--- config.mk ---
export PLATFORM = sky130hd
export DESIGN_NAME = cache_range_maint
export DESIGN_NICKNAME = d
export VERILOG_FILES = /design/src/rtl/cache_maint_pkg.sv /design/src/rtl/cmr_range_check.sv /design/src/rtl/cmr_cmd_ctrl.sv /design/src/rtl/cmr_line_walker.sv /design/src/rtl/cache_range_maint.sv
export SDC_FILE = /design/constraint.sdc
export NUM_CORES = 1
export LEC_CHECK = 0
export ABC_AREA = 1
export BUFFER_PORTS_ARGS = -buffer_cell sky130_fd_sc_hd__buf_2
export CORE_ASPECT_RATIO = 2
export CORE_UTILIZATION = 35
export CTS_CLUSTER_SIZE = 12
export DETAILED_ROUTE_END_ITERATION = 12
export SLEW_MARGIN = 5
export SYNTH_ARGS = -nofsm -noshare
export SYNTH_HDL_FRONTEND = slang
export SYNTH_SLANG_ARGS = --single-unit
--- constraint.sdc ---
create_clock -name clk_i -period 9.7 [get_ports clk_i]
set_clock_uncertainty 0.2 [all_clocks]
set_input_delay 0.485 -clock clk_i [delete_from_list [all_inputs] [get_ports clk_i]]
set_output_delay 0.485 -clock clk_i [all_outputs]
set_load 0.02 [all_outputs]
--- src/rtl/cache_maint_pkg.sv ---
package cache_maint_pkg;
  typedef enum logic [2:0] {
    OP_SET_START  = 3'd0,
    OP_END_CLEAN  = 3'd1,
    OP_END_INV    = 3'd2,
    OP_LINE_CLEAN = 3'd3,
    OP_LINE_CLINV = 3'd4,
    OP_LINE_INV   = 3'd5,
    OP_INV_ALL    = 3'd6,
    OP_NONE       = 3'd7
  } maint_op_e;

  typedef enum logic [1:0] {
    ARR_CLEAN   = 2'd0,
    ARR_CLINV   = 2'd1,
    ARR_INV     = 2'd2,
    ARR_INV_ALL = 2'd3
  } arr_cmd_e;
endpackage

--- src/rtl/cmr_range_check.sv ---
module cmr_range_check #(
  parameter int ADDR_W   = 32,
  parameter int LINE_OFF = 5,
  parameter int PAGE_OFF = 12,
  localparam int IDX_W   = ADDR_W - LINE_OFF
) (
  input  logic [ADDR_W-1:0] lo_addr_i,
  input  logic [ADDR_W-1:0] hi_addr_i,
  output logic              same_page_o,
  output logic              ordered_o,
  output logic              nonempty_o,
  output logic [IDX_W-1:0]  first_idx_o,
  output logic [IDX_W-1:0]  last_idx_o
);
  localparam logic [ADDR_W:0] LINE_MASK = (ADDR_W+1)'((1 << LINE_OFF) - 1);

  logic [ADDR_W:0] lo_up;
  logic [IDX_W:0]  first_ext;

  // round lower bound up to the next line start; extra bit catches wrap
  assign lo_up       = {1'b0, lo_addr_i} + LINE_MASK;
  assign first_ext   = lo_up[ADDR_W:LINE_OFF];
  assign first_idx_o = first_ext[IDX_W-1:0];
  assign last_idx_o  = hi_addr_i[ADDR_W-1:LINE_OFF];
  assign same_page_o = lo_addr_i[ADDR_W-1:PAGE_OFF] == hi_addr_i[ADDR_W-1:PAGE_OFF];
  assign ordered_o   = hi_addr_i >= lo_addr_i;
  assign nonempty_o  = first_ext <= {1'b0, last_idx_o};
endmodule

--- src/rtl/cmr_cmd_ctrl.sv ---
module cmr_cmd_ctrl
  import cache_maint_pkg::*;
#(
  parameter int ADDR_W   = 32,
  parameter int LINE_OFF = 5,
  parameter int PAGE_OFF = 12,
  localparam int IDX_W   = ADDR_W - LINE_OFF
) (
  input  logic              clk_i,
  input  logic              rst_ni,
  input  logic              wr_valid_i,
  input  logic [2:0]        wr_op_i,
  input  logic [ADDR_W-1:0] wr_data_i,
  input  logic              busy_i,
  output logic              launch_o,
  output arr_cmd_e          launch_cmd_o,
  output logic [IDX_W-1:0]  first_idx_o,
  output logic [IDX_W-1:0]  last_idx_o,
  output logic              err_o
);
  logic [ADDR_W-1:0] lo_q;
  logic              err_q;
  logic              accept;
  maint_op_e         op;
  logic              same_page, ordered, nonempty;
  logic [IDX_W-1:0]  rc_first, rc_last;
  logic              launch_c, err_upd, err_set;

  assign op     = maint_op_e'(wr_op_i);
  assign accept = wr_valid_i && !busy_i;

  cmr_range_check #(
    .ADDR_W(ADDR_W), .LINE_OFF(LINE_OFF), .PAGE_OFF(PAGE_OFF)
  ) u_rc (
    .lo_addr_i  (lo_q),
    .hi_addr_i  (wr_data_i),
    .same_page_o(same_page),
    .ordered_o  (ordered),
    .nonempty_o (nonempty),
    .first_idx_o(rc_first),
    .last_idx_o (rc_last)
  );

  always_comb begin
    launch_c     = 1'b0;
    err_upd      = 1'b0;
    err_set      = 1'b0;
    launch_cmd_o = ARR_CLEAN;
    first_idx_o  = wr_data_i[ADDR_W-1:LINE_OFF];
    last_idx_o   = wr_data_i[ADDR_W-1:LINE_OFF];
    unique case (op)
      OP_END_CLEAN, OP_END_INV: begin
        err_upd      = 1'b1;
        launch_cmd_o = (op == OP_END_CLEAN) ? ARR_CLEAN : ARR_INV;
        first_idx_o  = rc_first;
        last_idx_o   = rc_last;
        if (!same_page || !ordered) err_set = 1'b1;
        else                        launch_c = nonempty;
      end
      OP_LINE_CLEAN: begin launch_c = 1'b1; err_upd = 1'b1; launch_cmd_o = ARR_CLEAN; end
      OP_LINE_CLINV: begin launch_c = 1'b1; err_upd = 1'b1; launch_cmd_o = ARR_CLINV; end
      OP_LINE_INV:   begin launch_c = 1'b1; err_upd = 1'b1; launch_cmd_o = ARR_INV;   end
      OP_INV_ALL: begin
        launch_c     = 1'b1;
        err_upd      = 1'b1;
        launch_cmd_o = ARR_INV_ALL;
        first_idx_o  = '0;
        last_idx_o   = '0;
      end
      default: ;
    endcase
  end

  assign launch_o = accept && launch_c;
  assign err_o    = err_q;

  always_ff @(posedge clk_i or negedge rst_ni) begin
    if (!rst_ni) begin
      lo_q  <= '0;
      err_q <= 1'b0;
    end else if (accept) begin
      if (op == OP_SET_START) lo_q  <= wr_data_i;
      if (err_upd)            err_q <= err_set;
    end
  end
endmodule

--- src/rtl/cmr_line_walker.sv ---
module cmr_line_walker
  import cache_maint_pkg::*;
#(
  parameter int ADDR_W   = 32,
  parameter int LINE_OFF = 5,
  localparam int IDX_W   = ADDR_W - LINE_OFF
) (
  input  logic              clk_i,
  input  logic              rst_ni,
  input  logic              launch_i,
  input  arr_cmd_e          cmd_i,
  input  logic [IDX_W-1:0]  first_i,
  input  logic [IDX_W-1:0]  last_i,
  input  logic              ack_i,
  output logic              busy_o,
  output logic              req_o,
  output arr_cmd_e          cmd_o,
  output logic [ADDR_W-1:0] addr_o
);
  logic             busy_q;
  logic [IDX_W-1:0] cur_q, last_q;
  arr_cmd_e         cmd_q;

  always_ff @(posedge clk_i or negedge rst_ni) begin
    if (!rst_ni) begin
      busy_q <= 1'b0;
      cur_q  <= '0;
      last_q <= '0;
      cmd_q  <= ARR_CLEAN;
    end else if (launch_i) begin
      busy_q <= 1'b1;
      cur_q  <= first_i;
      last_q <= last_i;
      cmd_q  <= cmd_i;
    end else if (busy_q && ack_i) begin
      if (cur_q == last_q) busy_q <= 1'b0;
      else                 cur_q  <= cur_q + IDX_W'(1);
    end
  end

  assign busy_o = busy_q;
  assign req_o  = busy_q;
  assign cmd_o  = cmd_q;
  assign addr_o = {cur_q, {LINE_OFF{1'b0}}};
endmodule

--- src/rtl/cache_range_maint.sv ---
module cache_range_maint
  import cache_maint_pkg::*;
#(
  parameter int ADDR_W     = 32,
  parameter int LINE_BYTES = 32,
  parameter int PAGE_BYTES = 4096
) (
  input  logic              clk_i,
  input  logic              rst_ni,
  input  logic              wr_valid_i,
  input  logic [2:0]        wr_op_i,
  input  logic [ADDR_W-1:0] wr_data_i,
  output logic              stall_o,
  output logic              err_o,
  output logic              arr_req_o,
  output logic [1:0]        arr_cmd_o,
  output logic [ADDR_W-1:0] arr_addr_o,
  input  logic              arr_ack_i
);
  localparam int LINE_OFF = $clog2(LINE_BYTES);
  localparam int PAGE_OFF = $clog2(PAGE_BYTES);
  localparam int IDX_W    = ADDR_W - LINE_OFF;

  logic             busy, launch;
  arr_cmd_e         launch_cmd, walk_cmd;
  logic [IDX_W-1:0] first_idx, last_idx;

  cmr_cmd_ctrl #(
    .ADDR_W(ADDR_W), .LINE_OFF(LINE_OFF), .PAGE_OFF(PAGE_OFF)
  ) u_ctrl (
    .clk_i       (clk_i),
    .rst_ni      (rst_ni),
    .wr_valid_i  (wr_valid_i),
    .wr_op_i     (wr_op_i),
    .wr_data_i   (wr_data_i),
    .busy_i      (busy),
    .launch_o    (launch),
    .launch_cmd_o(launch_cmd),
    .first_idx_o (first_idx),
    .last_idx_o  (last_idx),
    .err_o       (err_o)
  );

  cmr_line_walker #(
    .ADDR_W(ADDR_W), .LINE_OFF(LINE_OFF)
  ) u_walk (
    .clk_i   (clk_i),
    .rst_ni  (rst_ni),
    .launch_i(launch),
    .cmd_i   (launch_cmd),
    .first_i (first_idx),
    .last_i  (last_idx),
    .ack_i   (arr_ack_i),
    .busy_o  (busy),
    .req_o   (arr_req_o),
    .cmd_o   (walk_cmd),
    .addr_o  (arr_addr_o)
  );

  assign stall_o   = busy;
  assign arr_cmd_o = walk_cmd;
endmodule

==> results.ini <==
[die]
std_cell_rows = 73
die_h_um = 204.4
start_util_pct = 35.85
die_area_um2 = 21100
coreArea_um2 = 20000
die_w_um = 103.2
io-pin-count = 76

[worst_setup_path]
crit_family = simple AND/OR/NAND/NOR gates
critical_path_buf_inv_count = 3
r2r_slack_ps = 5050
cp_slowest_cell = nand2_4
max_stage_delay_ps = 830
critical_path_class = flop to flop
crit_required_ps = 9750
cp.arrival_ps = 4700
cp_max_fo = 100
end_kind = flop
cp-start-kind = flop

[power_and_ir_drop]
leakagePower_nw = 4.292
ir_drop_mv = 0.09650
pwr_density_cell_nw_per_um2 = 291.7
total_power_mw = 2.344

[sta]
slew_violations = 0
holdWs_ps = 192.0
setup_viol = 0
worst_slew_pin_slew_ps = 978.7
period_minus_slack_ps = 4650
max_freq_ghz = 0.2151
rsz0062_at_grt = false
maxSlewHeadroom_pct = 34.76
fin_crit_sh_pct = 47.94
fin_tns_setup_ps = 0
hold_viol = 0

[place]
portBuffers = 70
place_inst = 1363
hpwl_um = 17320
gp_congestion = 0.9087

[routing]
wl_per_cell_um = 15.85
drt_iter0_drc = 317
drtPass1Iterations = 5
drc = 0
wirelength_um = 21870
antenna_left = 0
via_per_inst = 4.976
via_count = 6867

[grt]
grt_pass1_wl_um = 34960
overflow = 0
first_global_vias = 6744
grt_max_degree = 101
track_usage_pct = 22.46
antenna_found_initial = 0

[synth]
synth_most_common_cell = nand2_1
synth_commonest_cells = 323 x nand2_1, 149 x inv_1, 90 x dfrtp_1
synth_top_area_share_pct = 31.40
synth.distinct_cells = 40
synth_edf_count = 0
ys_seq_area_share_pct = 31.40
synth_warnings = 0
synth-seq-cells = 90
yosys.area.top_type = dfrtp_1
avgSynthCellArea_um2 = 6.747
synth_area_leaders = dfrtp_1 31%, nand2_1 17%, ha_1 10%
syn-cell-area_um2 = 7172
synth-async-reset-ratio_pct = 100.0
ys.flop_type = dfrtp_1
syn_inst = 1063

[finish]
area_growth_pct = 12.00
drive_gt1_share_pct = 9.660
fin_cells = 1380
n_fill_cell = 2154
diodes = 0
nNetsFinal = 1212

[worst_hold_path]
hp-class = input pin to flop

[cts]
clk_transition_reported_paths_ps = 70
clk_latency_ps = 360
root_buffer = clkbuf_16
cts.sinks = 90
cts_tree = built
cts_made_buffers = 9
cts_buffer_depth = 2
htree_levels = 3

[status]
outcome = complete, no violations

[job]
maxCapViolCount = 0

==> logic make-up after synthesis <==
family	count (synthesis)	share of synthesized area, %
simple gates	542	31.84
other cells	1	0.05229
buf+inv	195	10.90
compound gates	126	9.351
flops	90	31.40
fa+ha+maj	60	10.47
xor+xnor	49	5.984
==> timing repair <==
action	in CTS	in global routing
setup endpoints to repair	0	0
resized for setup	0	0
hold endpoints to repair	35	0
hold buffers	1	0
setup buffers	0	0
==> power by group <==
part           internal (mW)  leakage [nW]  switching (mW)
clock                  0.207         0.152           0.163
sequential             0.560          1.11           0.232
combinational          0.452          3.03           0.729
==> through the flow <==
| step | util [%] | cell area, um^2 | setup WS (ps) |
|---|---|---|---|
| floorplan | - | 7187 | 6501 |
| global placement | 38.58 | 7717 | 5131 |
| detailed placement | 38.58 | 7717 | 5025 |
| CTS | 40.16 | 8033 | 5015 |
| global route | 40.16 | 8033 | 4356 |
| finish | 40.16 | 8033 | 5050 |
==> worst min-delay path, delay by kind of cell <==
| kind | cells | cell delay [ps] |
|---|---|---|
| and+or+nand+nor | 1 | 40 |
| buffers and inverters | 1 | 90 |
| AOI/OAI and AO/OA | 1 | 100 |
==> layout by cell type, fill, tap and decap left out, types with 3 or more instances in the layout <==
master and count:
nand3_1 74, xnor2_1 29, o21ai_0 59, clkbuf_16 9
o22ai_1 10, nand4_1 15, nand3b_1 5, buf_2 69
xor2_1 20, dfrtp_1 90, clkinv_4 3, a21oi_1 21
nand2_2 3, nor2_1 88, inv_1 149, nand2_1 323
and2_1 3, nor3_1 10, nor4_1 9, o21ai_1 26
buf_4 9, conb_1 5, ha_1 60, nor2_2 3
==> metal layers <==
layer	wire (um)	share of wire [%]	global-route usage, %
met1	8223	38	24.12
met2	11520	53	40.02
met3	728	3.3	2.804
met4	1397	6.4	14.79
met5	0	0	0
==> cell type report <==
cell class / count / area [um^2] / share of cell area, %
Clock buffer: 10 / 239.0 / 2.975
Clock inverter: 6 / 66.31 / 0.8255
Sequential cell: 90 / 2252 / 28.04
Timing Repair Buffer: 79 / 422.9 / 5.265
Inverter: 151 / 566.8 / 7.056
Multi-Input combinational cell: 782 / 4158 / 51.76
Tap cell: 262 / 327.8 / 4.081
==> registers in the layout, indices dropped and copies added (netlist names) <==
| register | count |
|---|---|
| u_ctrl.err_o | 1 |
| u_ctrl.lo_q | 32 |
| u_walk.busy_o | 1 |
| u_walk.cmd_o | 2 |
| u_walk.cur_q | 27 |
| u_walk.last_q | 27 |
==> final timing paths <==
check / start / cells past startpoint / to
min: wr_data_i[3] / 3 / u_ctrl.lo_q[3]$_DFFE_PN0P_
min in group asynchronous: rst_ni / 2 / u_ctrl.lo_q[6]$_DFFE_PN0P_
max: u_ctrl.lo_q[4]$_DFFE_PN0P_ / 28 / u_walk.cur_q[17]$_DFFE_PN0P_
max in group asynchronous: rst_ni / 3 / u_walk.cur_q[15]$_DFFE_PN0P_
max reg2reg: u_ctrl.lo_q[4]$_DFFE_PN0P_ / 28 / u_walk.cur_q[17]$_DFFE_PN0P_
min reg2reg: u_walk.cmd_o[0]$_DFFE_PN0P_ / 2 / u_walk.cmd_o[0]$_DFFE_PN0P_
No activity file was read; power rests on OpenSTA's default activity.
